==> src/rtl/hart_csr_pkg.sv <==
`timescale 1ns/1ps
package hart_csr_pkg;

  localparam int unsigned XLEN    = 32;
  localparam int unsigned ADDR_W  = 12;
  localparam int unsigned PLAT_W  = 16;
  localparam int unsigned FLAGS_W = 5;
  localparam int unsigned RM_W    = 3;

  typedef enum logic [1:0] {
    OP_READ  = 2'b00,
    OP_WRITE = 2'b01,
    OP_SET   = 2'b10,
    OP_CLEAR = 2'b11
  } csr_op_e;

  typedef enum logic [4:0] {
    SEL_NONE, SEL_FFLAGS, SEL_FRM, SEL_FCSR,
    SEL_MSTATUS, SEL_MIE, SEL_MTVEC, SEL_MEPC,
    SEL_MCAUSE, SEL_MTVAL, SEL_MIP, SEL_DCSR,
    SEL_DPC, SEL_VENDOR, SEL_ARCH, SEL_IMPL, SEL_HART
  } csr_sel_e;

  localparam logic [ADDR_W-1:0] A_FFLAGS  = 12'h001;
  localparam logic [ADDR_W-1:0] A_FRM     = 12'h002;
  localparam logic [ADDR_W-1:0] A_FCSR    = 12'h003;
  localparam logic [ADDR_W-1:0] A_MSTATUS = 12'h300;
  localparam logic [ADDR_W-1:0] A_MIE     = 12'h304;
  localparam logic [ADDR_W-1:0] A_MTVEC   = 12'h305;
  localparam logic [ADDR_W-1:0] A_MEPC    = 12'h341;
  localparam logic [ADDR_W-1:0] A_MCAUSE  = 12'h342;
  localparam logic [ADDR_W-1:0] A_MTVAL   = 12'h343;
  localparam logic [ADDR_W-1:0] A_MIP     = 12'h344;
  localparam logic [ADDR_W-1:0] A_DCSR    = 12'h7B0;
  localparam logic [ADDR_W-1:0] A_DPC     = 12'h7B1;
  localparam logic [ADDR_W-1:0] A_VENDOR  = 12'hF11;
  localparam logic [ADDR_W-1:0] A_ARCH    = 12'hF12;
  localparam logic [ADDR_W-1:0] A_IMPL    = 12'hF13;
  localparam logic [ADDR_W-1:0] A_HART    = 12'hF14;

  localparam int unsigned ST_MIE_BIT  = 3;
  localparam int unsigned ST_MPIE_BIT = 7;
  localparam int unsigned ST_MPP_LO   = 11;
  localparam int unsigned ST_FS_LO    = 13;
  localparam int unsigned ST_SD_BIT   = XLEN - 1;

  localparam logic [XLEN-1:0] MSTATUS_WMASK =
      (32'h1 << ST_MIE_BIT) | (32'h1 << ST_MPIE_BIT) |
      (32'h3 << ST_MPP_LO)  | (32'h3 << ST_FS_LO);

  localparam int unsigned IRQ_SW_BIT  = 3;
  localparam int unsigned IRQ_TMR_BIT = 7;
  localparam int unsigned IRQ_EXT_BIT = 11;
  localparam int unsigned PLAT_LO     = XLEN - PLAT_W;

  localparam logic [XLEN-1:0] MIE_WMASK =
      ({XLEN{1'b1}} << PLAT_LO) | (32'h1 << IRQ_EXT_BIT) |
      (32'h1 << IRQ_TMR_BIT) | (32'h1 << IRQ_SW_BIT);

  localparam logic [XLEN-1:0] MEPC_MASK = ~32'h3;
  localparam logic [XLEN-1:0] DPC_MASK  = ~32'h1;

  localparam logic [XLEN-1:0] DCSR_WMASK =
      (32'h1 << 15) | (32'h1 << 11) | (32'h1 << 10) | (32'h1 << 9) | (32'h1 << 2);
  localparam logic [1:0] DCSR_PRV_M = 2'b11;

endpackage

==> src/rtl/csr_addr_decode.sv <==
`timescale 1ns/1ps
module csr_addr_decode
  import hart_csr_pkg::*;
(
  input  logic [ADDR_W-1:0] addr,
  input  logic              dbg_mode,
  input  logic              is_write,
  output csr_sel_e          sel,
  output logic              bad_access
);

  logic known;
  logic dbg_only;
  logic read_only;

  always_comb begin
    known = 1'b1;
    sel   = SEL_NONE;
    unique case (addr)
      A_FFLAGS:  sel = SEL_FFLAGS;
      A_FRM:     sel = SEL_FRM;
      A_FCSR:    sel = SEL_FCSR;
      A_MSTATUS: sel = SEL_MSTATUS;
      A_MIE:     sel = SEL_MIE;
      A_MTVEC:   sel = SEL_MTVEC;
      A_MEPC:    sel = SEL_MEPC;
      A_MCAUSE:  sel = SEL_MCAUSE;
      A_MTVAL:   sel = SEL_MTVAL;
      A_MIP:     sel = SEL_MIP;
      A_DCSR:    sel = SEL_DCSR;
      A_DPC:     sel = SEL_DPC;
      A_VENDOR:  sel = SEL_VENDOR;
      A_ARCH:    sel = SEL_ARCH;
      A_IMPL:    sel = SEL_IMPL;
      A_HART:    sel = SEL_HART;
      default:   known = 1'b0;
    endcase
  end

  assign dbg_only   = (sel == SEL_DCSR) || (sel == SEL_DPC);
  assign read_only  = (sel == SEL_VENDOR) || (sel == SEL_ARCH) ||
                      (sel == SEL_IMPL)   || (sel == SEL_HART);
  assign bad_access = !known || (dbg_only && !dbg_mode) || (read_only && is_write);

endmodule

==> src/rtl/csr_update_calc.sv <==
`timescale 1ns/1ps
module csr_update_calc
  import hart_csr_pkg::*;
(
  input  csr_op_e         op,
  input  logic [XLEN-1:0] cur,
  input  logic [XLEN-1:0] wdata,
  output logic [XLEN-1:0] merged,
  output logic            is_write
);

  always_comb begin
    unique case (op)
      OP_WRITE: merged = wdata;
      OP_SET:   merged = cur | wdata;
      OP_CLEAR: merged = cur & ~wdata;
      default:  merged = cur;
    endcase
  end

  assign is_write = (op != OP_READ);

endmodule

==> src/rtl/csr_state.sv <==
`timescale 1ns/1ps
module csr_state
  import hart_csr_pkg::*;
#(
  parameter logic [XLEN-1:0] VENDOR_ID = 32'h0000_0000,
  parameter logic [XLEN-1:0] ARCH_ID   = 32'h0000_0000,
  parameter logic [XLEN-1:0] IMPL_ID   = 32'h0000_0000,
  parameter logic [XLEN-1:0] HART_ID   = 32'h0000_0000,
  parameter logic [3:0]      DEBUG_VER = 4'd4
) (
  input  logic              clk,
  input  logic              rst_n,
  input  csr_sel_e          sel,
  input  logic              wr_en,
  input  logic [XLEN-1:0]   wr_val,
  input  logic              trap_valid,
  input  logic [XLEN-1:0]   trap_epc,
  input  logic [XLEN-1:0]   trap_cause,
  input  logic [XLEN-1:0]   trap_tval,
  input  logic              irq_ext,
  input  logic              irq_tmr,
  input  logic              irq_sw,
  input  logic [PLAT_W-1:0] plat_irq,
  output logic [XLEN-1:0]   rd_val
);

  logic [FLAGS_W-1:0] fflags_q;
  logic [RM_W-1:0]    frm_q;
  logic [XLEN-1:0]    mstatus_q;
  logic [XLEN-1:0]    mie_q;
  logic [XLEN-1:0]    mtvec_q;
  logic [XLEN-1:0]    mepc_q;
  logic [XLEN-1:0]    mcause_q;
  logic [XLEN-1:0]    mtval_q;
  logic [XLEN-1:0]    dcsr_q;
  logic [XLEN-1:0]    dpc_q;

  logic [XLEN-1:0] mstatus_view;
  logic [XLEN-1:0] mip_view;
  logic [XLEN-1:0] dcsr_view;
  logic [XLEN-1:0] fcsr_view;

  always_ff @(posedge clk) begin
    if (!rst_n) begin
      fflags_q  <= '0;
      frm_q     <= '0;
      mstatus_q <= '0;
      mie_q     <= '0;
      mtvec_q   <= '0;
      mepc_q    <= '0;
      mcause_q  <= '0;
      mtval_q   <= '0;
      dcsr_q    <= '0;
      dpc_q     <= '0;
    end else begin
      if (wr_en) begin
        unique case (sel)
          SEL_FFLAGS:  fflags_q  <= wr_val[FLAGS_W-1:0];
          SEL_FRM:     frm_q     <= wr_val[RM_W-1:0];
          SEL_FCSR:    {frm_q, fflags_q} <= wr_val[FLAGS_W+RM_W-1:0];
          SEL_MSTATUS: mstatus_q <= wr_val & MSTATUS_WMASK;
          SEL_MIE:     mie_q     <= wr_val & MIE_WMASK;
          SEL_MTVEC:   mtvec_q   <= wr_val;
          SEL_MEPC:    mepc_q    <= wr_val & MEPC_MASK;
          SEL_MCAUSE:  mcause_q  <= wr_val;
          SEL_MTVAL:   mtval_q   <= wr_val;
          SEL_DCSR:    dcsr_q    <= wr_val & DCSR_WMASK;
          SEL_DPC:     dpc_q     <= wr_val & DPC_MASK;
          default:     ;
        endcase
      end
      // trap entry overrides any same-cycle software write
      if (trap_valid) begin
        mepc_q   <= trap_epc & MEPC_MASK;
        mcause_q <= trap_cause;
        mtval_q  <= trap_tval;
      end
    end
  end

  assign fcsr_view = {{(XLEN-FLAGS_W-RM_W){1'b0}}, frm_q, fflags_q};

  always_comb begin
    mstatus_view = mstatus_q;
    mstatus_view[ST_SD_BIT] = &mstatus_q[ST_FS_LO +: 2];
  end

  always_comb begin
    mip_view = '0;
    mip_view[XLEN-1:PLAT_LO] = plat_irq;
    mip_view[IRQ_EXT_BIT]    = irq_ext;
    mip_view[IRQ_TMR_BIT]    = irq_tmr;
    mip_view[IRQ_SW_BIT]     = irq_sw;
  end

  always_comb begin
    dcsr_view = dcsr_q;
    dcsr_view[XLEN-1 -: 4] = DEBUG_VER;
    dcsr_view[1:0]         = DCSR_PRV_M;
  end

  always_comb begin
    unique case (sel)
      SEL_FFLAGS:  rd_val = {{(XLEN-FLAGS_W){1'b0}}, fflags_q};
      SEL_FRM:     rd_val = {{(XLEN-RM_W){1'b0}}, frm_q};
      SEL_FCSR:    rd_val = fcsr_view;
      SEL_MSTATUS: rd_val = mstatus_view;
      SEL_MIE:     rd_val = mie_q;
      SEL_MTVEC:   rd_val = mtvec_q;
      SEL_MEPC:    rd_val = mepc_q;
      SEL_MCAUSE:  rd_val = mcause_q;
      SEL_MTVAL:   rd_val = mtval_q;
      SEL_MIP:     rd_val = mip_view;
      SEL_DCSR:    rd_val = dcsr_view;
      SEL_DPC:     rd_val = dpc_q;
      SEL_VENDOR:  rd_val = VENDOR_ID;
      SEL_ARCH:    rd_val = ARCH_ID;
      SEL_IMPL:    rd_val = IMPL_ID;
      SEL_HART:    rd_val = HART_ID;
      default:     rd_val = '0;
    endcase
  end

  // the rounding-mode store never holds an encoding other than 000
  p_rm_legal_r4: assert property (@(posedge clk) disable iff (!rst_n)
    frm_q == '0);

  // unimplemented status bits never get stored
  p_status_wpri_r5: assert property (@(posedge clk) disable iff (!rst_n)
    (mstatus_q & ~MSTATUS_WMASK) == '0);

  // trap PC stays word aligned
  p_epc_align_r8: assert property (@(posedge clk) disable iff (!rst_n)
    mepc_q[1:0] == 2'b00);

  // a trap loads cause and value on the following cycle
  p_trap_load_r9: assert property (@(posedge clk) disable iff (!rst_n)
    trap_valid |=> (mcause_q == $past(trap_cause)) && (mtval_q == $past(trap_tval)));

  // debug PC bit 0 is never set
  p_dpc_align_r10: assert property (@(posedge clk) disable iff (!rst_n)
    dpc_q[0] == 1'b0);

endmodule

==> src/rtl/hart_csr_bank.sv <==
`timescale 1ns/1ps
module hart_csr_bank
  import hart_csr_pkg::*;
#(
  parameter logic [31:0] VENDOR_ID = 32'h0000_0A5C,
  parameter logic [31:0] ARCH_ID   = 32'h0000_0005,
  parameter logic [31:0] IMPL_ID   = 32'h0001_0003,
  parameter logic [31:0] HART_ID   = 32'h0000_0002
) (
  input  logic        clk,
  input  logic        rst_n,
  input  logic        req_valid,
  output logic        req_ready,
  input  logic [11:0] req_addr,
  input  logic [1:0]  req_op,
  input  logic [31:0] req_wdata,
  input  logic        dbg_mode,
  output logic        rsp_valid,
  input  logic        rsp_ready,
  output logic [31:0] rsp_rdata,
  output logic        rsp_illegal,
  input  logic        trap_valid,
  input  logic [31:0] trap_epc,
  input  logic [31:0] trap_cause,
  input  logic [31:0] trap_tval,
  input  logic        irq_ext,
  input  logic        irq_tmr,
  input  logic        irq_sw,
  input  logic [15:0] plat_irq
);

  csr_op_e         op;
  csr_sel_e        sel;
  logic            bad_access;
  logic            is_write;
  logic [XLEN-1:0] cur_val;
  logic [XLEN-1:0] merged;
  logic            bad_rm;
  logic            illegal;
  logic            accept;
  logic            wr_en;

  assign op        = csr_op_e'(req_op);
  assign req_ready = !rsp_valid || rsp_ready;
  assign accept    = req_valid && req_ready;

  csr_addr_decode u_decode (
    .addr       (req_addr),
    .dbg_mode   (dbg_mode),
    .is_write   (is_write),
    .sel        (sel),
    .bad_access (bad_access)
  );

  csr_update_calc u_calc (
    .op       (op),
    .cur      (cur_val),
    .wdata    (req_wdata),
    .merged   (merged),
    .is_write (is_write)
  );

  // a write leaving any rounding mode but 000 is refused
  assign bad_rm = is_write &&
                  (((sel == SEL_FRM)  && (merged[RM_W-1:0] != '0)) ||
                   ((sel == SEL_FCSR) && (merged[FLAGS_W +: RM_W] != '0)));

  assign illegal = bad_access || bad_rm;
  assign wr_en   = accept && is_write && !illegal;

  csr_state #(
    .VENDOR_ID (VENDOR_ID),
    .ARCH_ID   (ARCH_ID),
    .IMPL_ID   (IMPL_ID),
    .HART_ID   (HART_ID),
    .DEBUG_VER (4'd4)
  ) u_state (
    .clk        (clk),
    .rst_n      (rst_n),
    .sel        (sel),
    .wr_en      (wr_en),
    .wr_val     (merged),
    .trap_valid (trap_valid),
    .trap_epc   (trap_epc),
    .trap_cause (trap_cause),
    .trap_tval  (trap_tval),
    .irq_ext    (irq_ext),
    .irq_tmr    (irq_tmr),
    .irq_sw     (irq_sw),
    .plat_irq   (plat_irq),
    .rd_val     (cur_val)
  );

  always_ff @(posedge clk) begin
    if (!rst_n) begin
      rsp_valid   <= 1'b0;
      rsp_rdata   <= '0;
      rsp_illegal <= 1'b0;
    end else if (accept) begin
      rsp_valid   <= 1'b1;
      rsp_rdata   <= illegal ? '0 : cur_val;
      rsp_illegal <= illegal;
    end else if (rsp_ready) begin
      rsp_valid   <= 1'b0;
    end
  end

  // a stalled response does not move
  p_rsp_hold_r1: assert property (@(posedge clk) disable iff (!rst_n)
    rsp_valid && !rsp_ready |=> rsp_valid && $stable(rsp_rdata) && $stable(rsp_illegal));

  // debug registers are refused outside debug mode
  p_dbg_gate_r10: assert property (@(posedge clk) disable iff (!rst_n)
    req_valid && req_ready && !dbg_mode && (req_addr == A_DCSR || req_addr == A_DPC)
    |=> rsp_valid && rsp_illegal);

  // identity words refuse any modifying operation
  p_id_ro_r11: assert property (@(posedge clk) disable iff (!rst_n)
    req_valid && req_ready && (req_op != 2'b00) &&
    (req_addr >= A_VENDOR) && (req_addr <= A_HART) |=> rsp_illegal);

  // illegal responses carry no data
  p_illegal_data_r12: assert property (@(posedge clk) disable iff (!rst_n)
    rsp_valid && rsp_illegal |-> rsp_rdata == '0);

endmodule

==> config.mk <==
export PLATFORM = sky130hd
export DESIGN_NAME = hart_csr_bank
export DESIGN_NICKNAME = d
export VERILOG_FILES = /design/src/rtl/hart_csr_pkg.sv /design/src/rtl/csr_addr_decode.sv /design/src/rtl/csr_update_calc.sv /design/src/rtl/csr_state.sv /design/src/rtl/hart_csr_bank.sv
export SDC_FILE = /design/constraint.sdc
export NUM_CORES = 1
export LEC_CHECK = 0
export ABC_AREA = 1
export CAP_MARGIN = 20
export CORE_MARGIN = 1.5
export CORE_UTILIZATION = 58
export CTS_CLUSTER_SIZE = 10
export DETAILED_ROUTE_END_ITERATION = 6
export PLACE_DENSITY_LB_ADDON = 0.2
export REMOVE_ABC_BUFFERS = 1
export SETUP_SLACK_MARGIN = 0.02
export SYNTH_ARGS = -nofsm -noshare
export SYNTH_HDL_FRONTEND = slang
export SYNTH_SLANG_ARGS = --single-unit
==> constraint.sdc <==
create_clock -name clk -period 7.7 [get_ports clk]
set_input_delay 1.155 -clock clk [delete_from_list [all_inputs] [get_ports clk]]
set_output_delay 1.155 -clock clk [all_outputs]
set_load 0.01 [all_outputs]
==> results.sh <==
export IMPL_status="completed"
export IMPL_clk_pin_slew_ns=0.06
export IMPL_die_x_um=145.5
export IMPL_cap_violations=0
export IMPL_muxShareOfSynthArea_pct=0
export IMPL_rsz0062_at_grt="no"
export IMPL_min_path_type="flip-flop to flip-flop"
export IMPL_synth_edff_count=0
export IMPL_synthAdderAreaFrac_pct=0
export IMPL_wl_per_cell_um=18.56
export IMPL_grt_pass1_wl_um=66120
export IMPL_powerDensity_mw_per_mm2=181.8
export IMPL_dp_hpwl_um=25830
export IMPL_synthSimpleGateAreaFrac_pct=35.85
export IMPL_synth_common_cells="nand2_1, nor2_1, dfxtp_1"
export IMPL_num_fill_cells=1611
export IMPL_cts_htree_levels=1
export IMPL_root_buffer="clkbuf_16"
export IMPL_cts_sinks=229
export IMPL_clk_latency_ns=0.54
export IMPL_instances_no_fill=2267
export IMPL_synth_cells=1858
export IMPL_skew_ns=0.02227
export IMPL_worstHoldEndpoint="rsp_rdata[9]"
export IMPL_yosysMostFrequentCell="nand2_1"
export IMPL_worstHoldPathCells=2
export IMPL_fin_area_mm2=0.01450
export IMPL_drive_gt1_share_pct=4.446
export IMPL_grt_use_total_pct=38.95
export IMPL_crit_type="input port to flip-flop"
export IMPL_io_buffers=199
export IMPL_grt_pass1_vias=12860
export IMPL_drcViolationCount=0
export IMPL_globalplace_congestion=0.9568
export IMPL_startpoint_type="input port"
export IMPL_power_leakage_nw=6.557
export IMPL_setup_tns_ns=0
export IMPL_first_iter_violations=1747
export IMPL_syn_area_mm2=0.01178
export IMPL_first_pass_iters=7
export IMPL_synth_top_family_by_area="simple AND/OR/NAND/NOR gates"
export IMPL_rows=51
export IMPL_min_period_over_period_pct=71.07
export IMPL_r2r_cells=15
export IMPL_fin_crit_ns=5.473
export IMPL_synth_ff_type="dfxtp_1"
export IMPL_grt_max_degree=104
export IMPL_antenna_found_initial=0
export IMPL_via_count=13520
export IMPL_antenna_cells=0
export IMPL_hold_viol=0
export IMPL_grt_overflow=0
export IMPL_timing_rr_start="u_state.mcause_q[7]"
export IMPL_ctsHoldBuffers=0
export IMPL_vdd_ir_drop_max_mv=0.1551
export IMPL_placed_area_mm2=0.01382
export IMPL_yosys_top_cells_area="dfxtp_1, nand2_1, nor2_1, a21oi_1, o21ai_0"
export IMPL_syn_area_per_cell_um2=6.340
export IMPL_ant_nets=0
export IMPL_synth_seq_cells=229
export IMPL_synth_compound_area_share_pct=17.13
export IMPL_holdCritStartpoint="rsp_rdata[9]"
export IMPL_initial_core_util_pct=59.74
export IMPL_slew_headroom_pct=26.66
export IMPL_cts_resized=0
export IMPL_regToRegEndpoint="u_state.mtval_q[29]"
export IMPL_dp_cells=2239
export IMPL_cp_arrival_ns=5.94
export IMPL_nNetsFinal=2169
export IMPL_viasPerCell=5.964
export IMPL_postCtsSetupRepairBufs=0
export IMPL_required_ns=8.16
export IMPL_ys_warnings_count=0
export IMPL_synthXorXnorAreaFrac_pct=0
export IMPL_fmaxAchievable_mhz=182.7
export IMPL_synth_cell_types=35
export IMPL_final_max_slew_viol_count=0
export IMPL_core_area_mm2=0.01972
export IMPL_area_growth_pct=23.10
export IMPL_clock_path_buffers=3
export IMPL_tritoncts="yes"
export IMPL_die_area_mm2=0.02117
export IMPL_yosysTopAreaCellShare_pct=38.92
export IMPL_rrSetupSlack_ns=3.98
export IMPL_synth_top_area_cell="dfxtp_1"
export IMPL_synthArstFlopShare_pct=0
export IMPL_dieHeight_um=145.5
export IMPL_cp_max_fo=43
export IMPL_cp_startpoint="req_addr[6]"
export IMPL_boundaryPins=202
export IMPL_routed_wl_um=42070
export IMPL_cts_buffers=26
export IMPL_end_kind="flip-flop"
export IMPL_setup_viol=0
export IMPL_ys_seq_area_share_pct=38.92
export IMPL_worst_pin_slew_ns=1.096
[metal layers]
metal / track usage [%] / vias to the layer above / wire length [um]
met3: 9.154 / 207 / 5409
met1: 47.43 / 6042 / 15550
li1: - / 6291 / -
met2: 62.95 / 980 / 18840
met4: 22.86 / 0 / 2277
met5: 0 / - / 0
[worst max-delay path by stage]
stage	slack (ns)	depth (start not counted)	end
4_1_cts	2.51	22	u_state.mtval_q[29]
6_report	2.23	22	u_state.mtval_q[29]
5_1_grt	2.12	22	u_state.mtval_q[12]
2_1_floorplan	3.25	14	u_state.mtval_q[0]
3_3_place_gp	2.06	22	u_state.mtval_q[3]
3_5_place_dp	2.01	22	u_state.mtval_q[3]
[area by class of cell]
type / count / area [um^2] / share of cell area (%)
repair buffers: 223 / 2167 / 14.94
multi-input cells: 1394 / 6259 / 43.16
inverters: 128 / 480.5 / 3.313
well taps: 265 / 331.6 / 2.286
flip-flops and latches: 229 / 4584 / 31.61
clock buffers: 28 / 679.4 / 4.685
[power breakdown]
group,switching (mW),total [mW],leakage [nW],internal (mW)
clock,0.472,1.08,0.334,0.611
combinational,0.187,0.321,4.36,0.134
sequential,0.0168,1.23,1.86,1.22
[per-stage QoR]
stage | hold slack, ns | util (%) | total power, mW | worst slack [ns]
3_5_place_dp | 0.4552 | 70.10 | 1.567 | 2.008
6_report | 0.4629 | 73.55 | 2.636 | 2.228
5_1_grt | 0.4795 | 73.55 | 2.719 | 2.119
2_1_floorplan | 0.4550 | - | 1.394 | 3.249
4_1_cts | 0.4641 | 73.55 | 2.619 | 2.506
3_3_place_gp | 0.4508 | 70.10 | 1.560 | 2.057
[placed cells by master (no fill, tap or decap), types with 2 or more instances in the layout]
cell / synthesis / final
nand2_2: 8 / 10
o21ai_1: 2 / 2
clkbuf_16: 0 / 27
a32o_1: 7 / 7
a22o_1: 15 / 15
nor3_1: 3 / 3
nor2_4: 3 / 5
a221oi_1: 15 / 15
dfxtp_1: 229 / 229
a21boi_0: 7 / 7
o21ai_0: 134 / 134
nand4_1: 21 / 21
nor2_2: 8 / 7
o221ai_1: 2 / 2
a22oi_1: 13 / 13
o211ai_1: 2 / 2
clkdlybuf4s50_1: 0 / 197
inv_1: 119 / 118
nand3b_1: 3 / 3
o22ai_1: 8 / 8
buf_4: 3 / 26
nand3_1: 125 / 125
a21oi_1: 149 / 149
nand3_2: 3 / 3
nor3b_1: 3 / 3
nor2_1: 427 / 426
inv_2: 7 / 9
nand2_1: 432 / 430
[cell families after synthesis]
group	after synthesis
AO/OA/AOI/OAI	357
buffers and inverters	235
flip-flops	229
AND/OR/NAND/NOR	1037
[registers in the layout, indices dropped and copies added, names as in the netlist]
register / cells
u_state.frm_q: 3
u_state.mtval_q: 32
u_state.mepc_q: 30
u_state.mie_q: 19
u_state.fflags_q: 5
u_state.mtvec_q: 32
rsp_valid: 1
rsp_rdata: 32
u_state.mstatus_q: 6
u_state.mcause_q: 32
u_state.dpc_q: 31
u_state.dcsr_q: 5
rsp_illegal: 1
[worst max-delay path, stage by stage]
cell             delay [ns]
clkdlybuf4s50_1        0.51
inv_1                  0.07
nor2_1                 0.09
nand2_1                0.14
nor2_2                 0.44
nand2_2                0.35
inv_2                  0.60
nand2_1                0.11
nand2_1                0.12
nor2_1                 0.05
nand3_1                0.10
a21oi_1                0.14
nand2_1                0.11
nand2_1                0.05
nand4_1                0.15
nand2_2                0.13
nand4_1                0.25
nand2_2                0.65
buf_4                  0.47
nand2_1                0.08
nand2_1                0.05
nor2_1                 0.10
Note: power is estimated with default switching activity, not from simulation.
